--- config.mk ---
export PLATFORM = sky130hd
export DESIGN_NAME = gpio_port_group
export DESIGN_NICKNAME = d
export VERILOG_FILES = /design/src/rtl/gpio_port_pkg.sv /design/src/rtl/gpio_port_outreg.sv /design/src/rtl/gpio_port_cfgbank.sv /design/src/rtl/gpio_port_inpath.sv /design/src/rtl/gpio_port_group.sv
export SDC_FILE = /design/constraint.sdc
export NUM_CORES = 1
export LEC_CHECK = 0
export ABC_CLOCK_PERIOD_IN_PS = 2100
export BUFFER_PORTS_ARGS = -buffer_cell sky130_fd_sc_hd__buf_2
export CAP_MARGIN = 20
export CORE_AREA = 2 2 265 162
export DETAILED_ROUTE_END_ITERATION = 16
export DIE_AREA = 0 0 267 164
export GPL_TIMING_DRIVEN = 0
export PLACE_DENSITY_LB_ADDON = 0.12
export SETUP_SLACK_MARGIN = 0.2
export SLEW_MARGIN = 20
export SYNTH_ARGS = -nofsm -noshare
export SYNTH_HDL_FRONTEND = slang
export SYNTH_HIERARCHICAL = 1
export SYNTH_SLANG_ARGS = --single-unit
--- constraint.sdc ---
create_clock -name clk -period 2.1 [get_ports clk]
set_input_delay 0.42 -clock clk [delete_from_list [all_inputs] [get_ports clk]]
set_output_delay 0.42 -clock clk [all_outputs]
set_load 0.03 [all_outputs]
--- src/rtl/gpio_port_pkg.sv ---
package gpio_port_pkg;

  typedef enum logic [1:0] {
    PULL_NONE = 2'b00,
    PULL_UP   = 2'b01,
    PULL_DOWN = 2'b10,
    PULL_ALT  = 2'b11
  } pull_sel_e;

  // bit 3 power-save, bits 2:1 pull, bit 0 input-buffer enable
  typedef struct packed {
    logic      psave;
    pull_sel_e pull;
    logic      inen;
  } pin_cfg_t;

  localparam int unsigned CFG_W = $bits(pin_cfg_t);
  localparam pin_cfg_t CFG_RESET = '{psave: 1'b0, pull: PULL_UP, inen: 1'b1};

  // word indices (byte address / 4)
  localparam int unsigned W_DIR      = 0;
  localparam int unsigned W_OUT      = 1;
  localparam int unsigned W_CLR      = 2;
  localparam int unsigned W_SET      = 3;
  localparam int unsigned W_TGL      = 4;
  localparam int unsigned W_IN       = 5;
  localparam int unsigned W_CFG_BASE = 16;

endpackage

--- src/rtl/gpio_port_outreg.sv ---
module gpio_port_outreg #(
  parameter int unsigned PINS = 32
) (
  input  logic            clk,
  input  logic            rst_n,
  input  logic            wr_dir,
  input  logic            wr_out,
  input  logic            wr_clr,
  input  logic            wr_set,
  input  logic            wr_tgl,
  input  logic [PINS-1:0] wdata,
  output logic [PINS-1:0] dir_q,
  output logic [PINS-1:0] out_q
);

  always_ff @(posedge clk or negedge rst_n) begin
    if (!rst_n) begin
      dir_q <= '0;
      out_q <= '0;
    end else begin
      if (wr_dir) dir_q <= wdata;
      if (wr_out)      out_q <= wdata;
      else if (wr_set) out_q <= out_q | wdata;
      else if (wr_clr) out_q <= out_q & ~wdata;
      else if (wr_tgl) out_q <= out_q ^ wdata;
    end
  end

  p_plain_wr_r2: assert property (@(posedge clk) disable iff (!rst_n)
    wr_out |=> out_q == $past(wdata));

  p_set_r3: assert property (@(posedge clk) disable iff (!rst_n)
    wr_set |=> ((out_q & $past(wdata)) == $past(wdata)) &&
               (((out_q ^ $past(out_q)) & ~$past(wdata)) == '0));

  p_clr_r4: assert property (@(posedge clk) disable iff (!rst_n)
    wr_clr |=> ((out_q & $past(wdata)) == '0) &&
               (((out_q ^ $past(out_q)) & ~$past(wdata)) == '0));

  p_tgl_r5: assert property (@(posedge clk) disable iff (!rst_n)
    wr_tgl |=> (out_q ^ $past(out_q)) == $past(wdata));

endmodule

--- src/rtl/gpio_port_cfgbank.sv ---
module gpio_port_cfgbank
  import gpio_port_pkg::*;
#(
  parameter int unsigned PINS  = 32,
  parameter int unsigned IDX_W = $clog2(PINS)
) (
  input  logic             clk,
  input  logic             rst_n,
  input  logic             wr_en,
  input  logic [IDX_W-1:0] wr_idx,
  input  logic [CFG_W-1:0] wdata,
  input  logic [IDX_W-1:0] rd_idx,
  output pin_cfg_t         rd_cfg,
  output logic [PINS-1:0]  inen_vec,
  output logic [PINS-1:0]  psave_vec,
  output logic [PINS-1:0]  pu_sel_vec,
  output logic [PINS-1:0]  pd_sel_vec
);

  logic [PINS-1:0][CFG_W-1:0] cfg_flat;

  for (genvar i = 0; i < PINS; i++) begin : g_pin
    pin_cfg_t cfg_r;
    always_ff @(posedge clk or negedge rst_n) begin
      if (!rst_n)                                cfg_r <= CFG_RESET;
      else if (wr_en && wr_idx == IDX_W'(i))     cfg_r <= pin_cfg_t'(wdata);
    end
    assign cfg_flat[i]   = cfg_r;
    assign inen_vec[i]   = cfg_r.inen;
    assign psave_vec[i]  = cfg_r.psave;
    assign pu_sel_vec[i] = (cfg_r.pull == PULL_UP);
    assign pd_sel_vec[i] = (cfg_r.pull == PULL_DOWN);
  end

  assign rd_cfg = pin_cfg_t'(cfg_flat[rd_idx]);

  p_pull_excl_r9: assert property (@(posedge clk) disable iff (!rst_n)
    (pu_sel_vec & pd_sel_vec) == '0);

endmodule

--- src/rtl/gpio_port_inpath.sv ---
module gpio_port_inpath #(
  parameter int unsigned PINS        = 32,
  parameter int unsigned SYNC_STAGES = 2
) (
  input  logic            clk,
  input  logic            rst_n,
  input  logic [PINS-1:0] pad_i,
  input  logic [PINS-1:0] sample_en,
  input  logic [PINS-1:0] out_q,
  output logic [PINS-1:0] in_view
);

  logic [SYNC_STAGES-1:0][PINS-1:0] stg;

  always_ff @(posedge clk or negedge rst_n) begin
    if (!rst_n) begin
      stg <= '0;
    end else begin
      stg[0] <= pad_i;
      for (int k = 1; k < SYNC_STAGES; k++) stg[k] <= stg[k-1];
    end
  end

  // disabled input buffer returns the driven output level
  assign in_view = (stg[SYNC_STAGES-1] & sample_en) | (out_q & ~sample_en);

  if (SYNC_STAGES == 2) begin : g_chk
    logic [1:0] warm_q;
    always_ff @(posedge clk or negedge rst_n) begin
      if (!rst_n)              warm_q <= '0;
      else if (warm_q != 2'd2) warm_q <= warm_q + 2'd1;
    end
    p_sync_lat_r7: assert property (@(posedge clk) disable iff (!rst_n)
      (warm_q == 2'd2) |-> stg[1] == $past(pad_i, 2));
  end

endmodule

--- src/rtl/gpio_port_group.sv ---
module gpio_port_group
  import gpio_port_pkg::*;
#(
  parameter int unsigned PINS   = 32,
  parameter int unsigned ADDR_W = 8
) (
  input  logic              clk,
  input  logic              rst_n,
  input  logic              bus_en,
  input  logic              bus_we,
  input  logic [ADDR_W-1:0] bus_addr,
  input  logic [PINS-1:0]   bus_wdata,
  output logic [PINS-1:0]   bus_rdata,
  output logic              bus_rvalid,
  input  logic [PINS-1:0]   pad_i,
  output logic [PINS-1:0]   pad_o,
  output logic [PINS-1:0]   pad_oe,
  output logic [PINS-1:0]   pad_pu,
  output logic [PINS-1:0]   pad_pd
);

  localparam int unsigned WORD_W = ADDR_W - 2;
  localparam int unsigned IDX_W  = $clog2(PINS);
  localparam logic [WORD_W-1:0] WD_DIR  = WORD_W'(W_DIR);
  localparam logic [WORD_W-1:0] WD_OUT  = WORD_W'(W_OUT);
  localparam logic [WORD_W-1:0] WD_CLR  = WORD_W'(W_CLR);
  localparam logic [WORD_W-1:0] WD_SET  = WORD_W'(W_SET);
  localparam logic [WORD_W-1:0] WD_TGL  = WORD_W'(W_TGL);
  localparam logic [WORD_W-1:0] WD_IN   = WORD_W'(W_IN);
  localparam logic [WORD_W-1:0] WD_CFG0 = WORD_W'(W_CFG_BASE);
  localparam logic [WORD_W-1:0] WD_CFGE = WORD_W'(W_CFG_BASE + PINS);

  logic [WORD_W-1:0] word;
  logic [1:0]        unused_addr_lsb;
  logic              wr, rd;
  logic              hit_dir, hit_out, hit_clr, hit_set, hit_tgl, hit_in, hit_cfg;
  logic [WORD_W-1:0] cfg_off;
  logic [IDX_W-1:0]  cfg_idx;

  assign word            = bus_addr[ADDR_W-1:2];
  assign unused_addr_lsb = bus_addr[1:0];
  assign wr              = bus_en & bus_we;
  assign rd              = bus_en & ~bus_we;
  assign hit_dir = (word == WD_DIR);
  assign hit_out = (word == WD_OUT);
  assign hit_clr = (word == WD_CLR);
  assign hit_set = (word == WD_SET);
  assign hit_tgl = (word == WD_TGL);
  assign hit_in  = (word == WD_IN);
  assign hit_cfg = (word >= WD_CFG0) && (word < WD_CFGE);
  assign cfg_off = word - WD_CFG0;
  assign cfg_idx = cfg_off[IDX_W-1:0];

  logic [PINS-1:0] dir_q, out_q, in_view;
  logic [PINS-1:0] inen_vec, psave_vec, pu_sel_vec, pd_sel_vec, inen_eff;
  pin_cfg_t        rd_cfg;

  gpio_port_outreg #(.PINS(PINS)) u_outreg (
    .clk    (clk),
    .rst_n  (rst_n),
    .wr_dir (wr & hit_dir),
    .wr_out (wr & hit_out),
    .wr_clr (wr & hit_clr),
    .wr_set (wr & hit_set),
    .wr_tgl (wr & hit_tgl),
    .wdata  (bus_wdata),
    .dir_q  (dir_q),
    .out_q  (out_q)
  );

  gpio_port_cfgbank #(.PINS(PINS), .IDX_W(IDX_W)) u_cfgbank (
    .clk        (clk),
    .rst_n      (rst_n),
    .wr_en      (wr & hit_cfg),
    .wr_idx     (cfg_idx),
    .wdata      (bus_wdata[CFG_W-1:0]),
    .rd_idx     (cfg_idx),
    .rd_cfg     (rd_cfg),
    .inen_vec   (inen_vec),
    .psave_vec  (psave_vec),
    .pu_sel_vec (pu_sel_vec),
    .pd_sel_vec (pd_sel_vec)
  );

  assign inen_eff = inen_vec & ~psave_vec;

  gpio_port_inpath #(.PINS(PINS), .SYNC_STAGES(2)) u_inpath (
    .clk       (clk),
    .rst_n     (rst_n),
    .pad_i     (pad_i),
    .sample_en (inen_eff),
    .out_q     (out_q),
    .in_view   (in_view)
  );

  // pad side: power-save wins, pulls only while not driving
  assign pad_o  = out_q;
  assign pad_oe = dir_q & ~psave_vec;
  assign pad_pu = pu_sel_vec & ~dir_q & ~psave_vec;
  assign pad_pd = pd_sel_vec & ~dir_q & ~psave_vec;

  logic [PINS-1:0] rd_mux;
  always_comb begin
    rd_mux = '0;
    if (hit_cfg)      rd_mux = {{(PINS-CFG_W){1'b0}}, rd_cfg};
    else if (hit_dir) rd_mux = dir_q;
    else if (hit_out) rd_mux = out_q;
    else if (hit_in)  rd_mux = in_view;
  end

  always_ff @(posedge clk or negedge rst_n) begin
    if (!rst_n) begin
      bus_rdata  <= '0;
      bus_rvalid <= 1'b0;
    end else begin
      bus_rvalid <= rd;
      if (rd) bus_rdata <= rd_mux;
    end
  end

  p_rvalid_r11: assert property (@(posedge clk) disable iff (!rst_n)
    rd |=> bus_rvalid);

  p_rvalid_idle_r11: assert property (@(posedge clk) disable iff (!rst_n)
    !rd |=> !bus_rvalid);

  p_alias_zero_r6: assert property (@(posedge clk) disable iff (!rst_n)
    rd && (hit_clr || hit_set || hit_tgl) |=> bus_rdata == '0);

  p_psave_r10: assert property (@(posedge clk) disable iff (!rst_n)
    ((pad_oe | pad_pu | pad_pd) & psave_vec) == '0);

endmodule

==> key figures <==
Outcome
  • Status: finished, violations left
  • Violated checks: setup timing

Finish
  • Layout Cells excl Fill: 2337
  • Fillers: 3528
  • Synth-to-Final Area Change: 40.3%
  • Final instance area: 23000 um2
  • Layout net count: 1883
  • FF+latch area: 7370 um2
  • Share of layout cells above drive strength 1: 0.595
  • Multi-input gate area: 9540 um2

Yosys
  • Main flop type after synthesis: dfrtp_1
  • Syn avg cell area: 12.0 um2
  • Flop and latch count out of synthesis: 289
  • Most frequent cell after synthesis: dfrtp_1
  • Cell taking the most area after synthesis: dfrtp_1
  • Seq/Total Area, Yosys: 0.447
  • Post-synth cell types: 41
  • Synth top cells by count: dfrtp_1, mux2_2, nor2b_1
  • Mapped Area: 16400 um2
  • Ys async rst share: 1.00
  • Synth Warn #: 6
  • Synth area leaders: dfrtp_1, mux2_2, dfstp_2
  • Post-synth EDFFs: 0
  • Share of Yosys cell area claimed by the top area cell type: 0.344
  • Mapped Nets: 1510
  • Mapped Cells: 1369

Global route
  • Overflow after GRT: 0
  • Total track usage: 0.266
  • First-pass GRT wire length: 84.4 mm
  • Largest net degree at the start of global routing: 97
  • Antenna violations before repair: 2
  • Vias in the first global route: 12600

Clock network
  • Worst skew pair latency: 590 ps
  • Clock sink count: 289
  • Clk buf depth: 3
  • Root buffer cell: clkbuf_16
  • CTS HTree Levels: 1
  • Num CTS Buffers: 31
  • CTS tree: yes
  • CTS clk-pin slew, worst paths: 60 ps

Power and ir drop
  • Clock share of power: 0.308
  • LEAKAGE: 10.4 nW
  • Power Density: 797 nW/um2
  • Peak supply drop: 0.573 mV
  • Sw Ratio: 0.331
  • Flop pwr share: 0.392
  • Switch Pwr: 6.06 mW
  • Cell Int Power: 12.2 mW
  • Combinational power share: 0.300

Critical path
  • Critical path, cell by cell: nor2b_1 > nor3b_4 > buf_6
  • Worst Path Required: 1680 ps
  • Slowest-stage cell, CP: dfstp_2
  • CP Launch Type: flip-flop
  • Slowest stage delay, CP: 600 ps
  • Worst Path Arrival: 1740 ps
  • Worst Setup End Kind: output port
  • Crit path kind: flip-flop to output port
  • CP max FO: 4

Detailed routing
  • DR pass1 iterations: 5
  • Routed WL per cell: 25.3 um
  • Vias: 12700
  • DRT iter0 DRCs: 963
  • Vias/cell: 5.43
  • Post-DRT Antenna Nets: 0
  • Final wirelength: 59.1 mm
  • DRC viols: 0

Floorplanning
  • Die height: 164 um
  • Die area: 43800 um2
  • Total core area: 41400 um2
  • FP Rows: 58
  • Io pins: 237
  • Starting Density: 0.395
  • Die Wd: 267 um

Timing
  • Endpoints failing setup: 9
  • Worst Setup Slack, final: -59.7 ps
  • Minimum clock period: 2160 ps
  • Worst Skew: 10.5 ps
  • Final period util: 1.03
  • Fin. Hold Viols: 0
  • Pins Over Slew Limit: 0
  • Achievable Freq: 0.463 GHz
  • Worst Max-Slew Pin Slew: 841 ps
  • RSZ-0062 raised after global routing: yes
  • Total Neg Setup Slack: -195 ps
  • Max_slew headroom: 0.439

Placement
  • Placed Instance Area: 18900 um2
  • PortBufs: 234
  • RePlAce Congestion: 0.876
  • Dpl cells: 2176
  • HPWL after DPL: 42.5 mm

Job
  • Max-Cap Viols: 0

Hold path
  • Type of the worst min-delay path: input pin to flip-flop
final timing paths:
| check | slack, ps | startpoint | cells after the start | end |
|---|---|---|---|---|
| worst max-delay path | -60 | u_cfgbank/cfg_flat[61] | 3 | pad_pu[15] |
| worst min-delay path | 110 | bus_wdata[4] | 2 | u_outreg/dir_q[4] |
| worst max register to register | -20 | u_cfgbank/cfg_flat[46] | 5 | bus_rdata[2] |
| worst min register to register | 350 | u_inpath/stg[30] | 0 | u_inpath/stg[62] |
| max in group asynchronous | 620 | rst_n | 4 | u_cfgbank/inen_vec[24] |
| min in group asynchronous | 240 | rst_n | 2 | u_inpath/stg[7] |
cells in the final DEF, fill, tap and decap left out, drive strengths merged, types with 19 or more instances in the layout:
| cell | instances |
|---|---|
| buf | 398 |
| mux2 | 228 |
| dfrtp | 225 |
| nor2b | 133 |
| clkbuf | 99 |
| nor3b | 81 |
| inv | 69 |
| nand2 | 68 |
| ha | 65 |
| dfstp | 64 |
| mux4 | 40 |
| nand2b | 34 |
| dlygate4sd3 | 33 |
| o31ai | 32 |
| a32oi | 31 |
| nor2 | 28 |
| o21ai | 27 |
| o221ai | 22 |
| mux2i | 19 |
worst max-delay path, delay by kind of cell (launching register included):
family / cells / cell delay (ps)
flip-flops: 1 / 600
buffers and inverters: 1 / 170
AND/OR/NAND/NOR: 2 / 380
layer usage:
layer  up-vias  global-route usage  wire (um)
met5         -                   0         13
met4         2              0.0697       1740
met3       104              0.0652       4870
met2       386               0.396      25700
met1      6615               0.387      26700
li1       5574                   -          -
registers in the layout, indices dropped and copies added (netlist names):
signal and cells:
u_outreg/out_q 32, u_outreg/dir_q 32, bus_rvalid 1, bus_rdata 32, u_cfgbank/cfg_flat 64, u_cfgbank/inen_vec 32
u_inpath/stg 64, u_cfgbank/psave_vec 32
per-stage QoR:
| stage | power (mW) | hold slack, ps | worst slack [ps] | util |
|---|---|---|---|---|
| 6_report | 18.3 | 108 | -59.7 | 0.554 |
| 5_1_grt | 19.1 | 98.4 | -96.9 | 0.554 |
| 4_1_cts | 18.1 | 87.5 | -75.4 | 0.534 |
| 3_5_place_dp | 11.9 | 242 | -1280 | 0.457 |
| 3_3_place_gp | 11.7 | 333 | -5070 | 0.455 |
| 2_1_floorplan | 10.2 | 124 | -384 | - |
cells by family after synthesis:
| logic type | synth area share |
|---|---|
| AND/OR/NAND/NOR | 0.137 |
| flip-flops | 0.447 |
| multiplexers | 0.233 |
| buffers and inverters | 0.0690 |
| AO/OA/AOI/OAI | 0.0640 |
| adder cells (fa/ha/maj) | 0.0497 |
area by class of cell:
type,instances,area share
Clock buffer,45,0.0396
Antenna cell,1,0.000109
Inverter,69,0.0116
Clock inverter,12,0.00518
Sequential cell,289,0.321
Timing Repair Buffer,340,0.121
Buffer,145,0.0553
Multi-Input combinational cell,866,0.416
Tap cell,570,0.0311
power groups by stage:
stage	Clock, mW	Sequential (mW)	Combinational (mW)
finish	5.64	7.18	5.48
global route	5.96	7.27	5.85
CTS	5.74	7.11	5.21
detailed placement	0	7.15	4.72
global placement	0	7.12	4.55
floorplan	0	7.28	2.91
repair_timing:
item / 4_1_cts / 5_1_grt
cloned: 6 / 0
hold buffers: 33 / 0
endpoints found under the setup margin: 285 / 175
setup buffers: 41 / 23
pin swaps: 20 / 10
gates resized for setup: 369 / 191
endpoints found under the hold margin: 200 / 0
(Power assumes the default switching activity.)
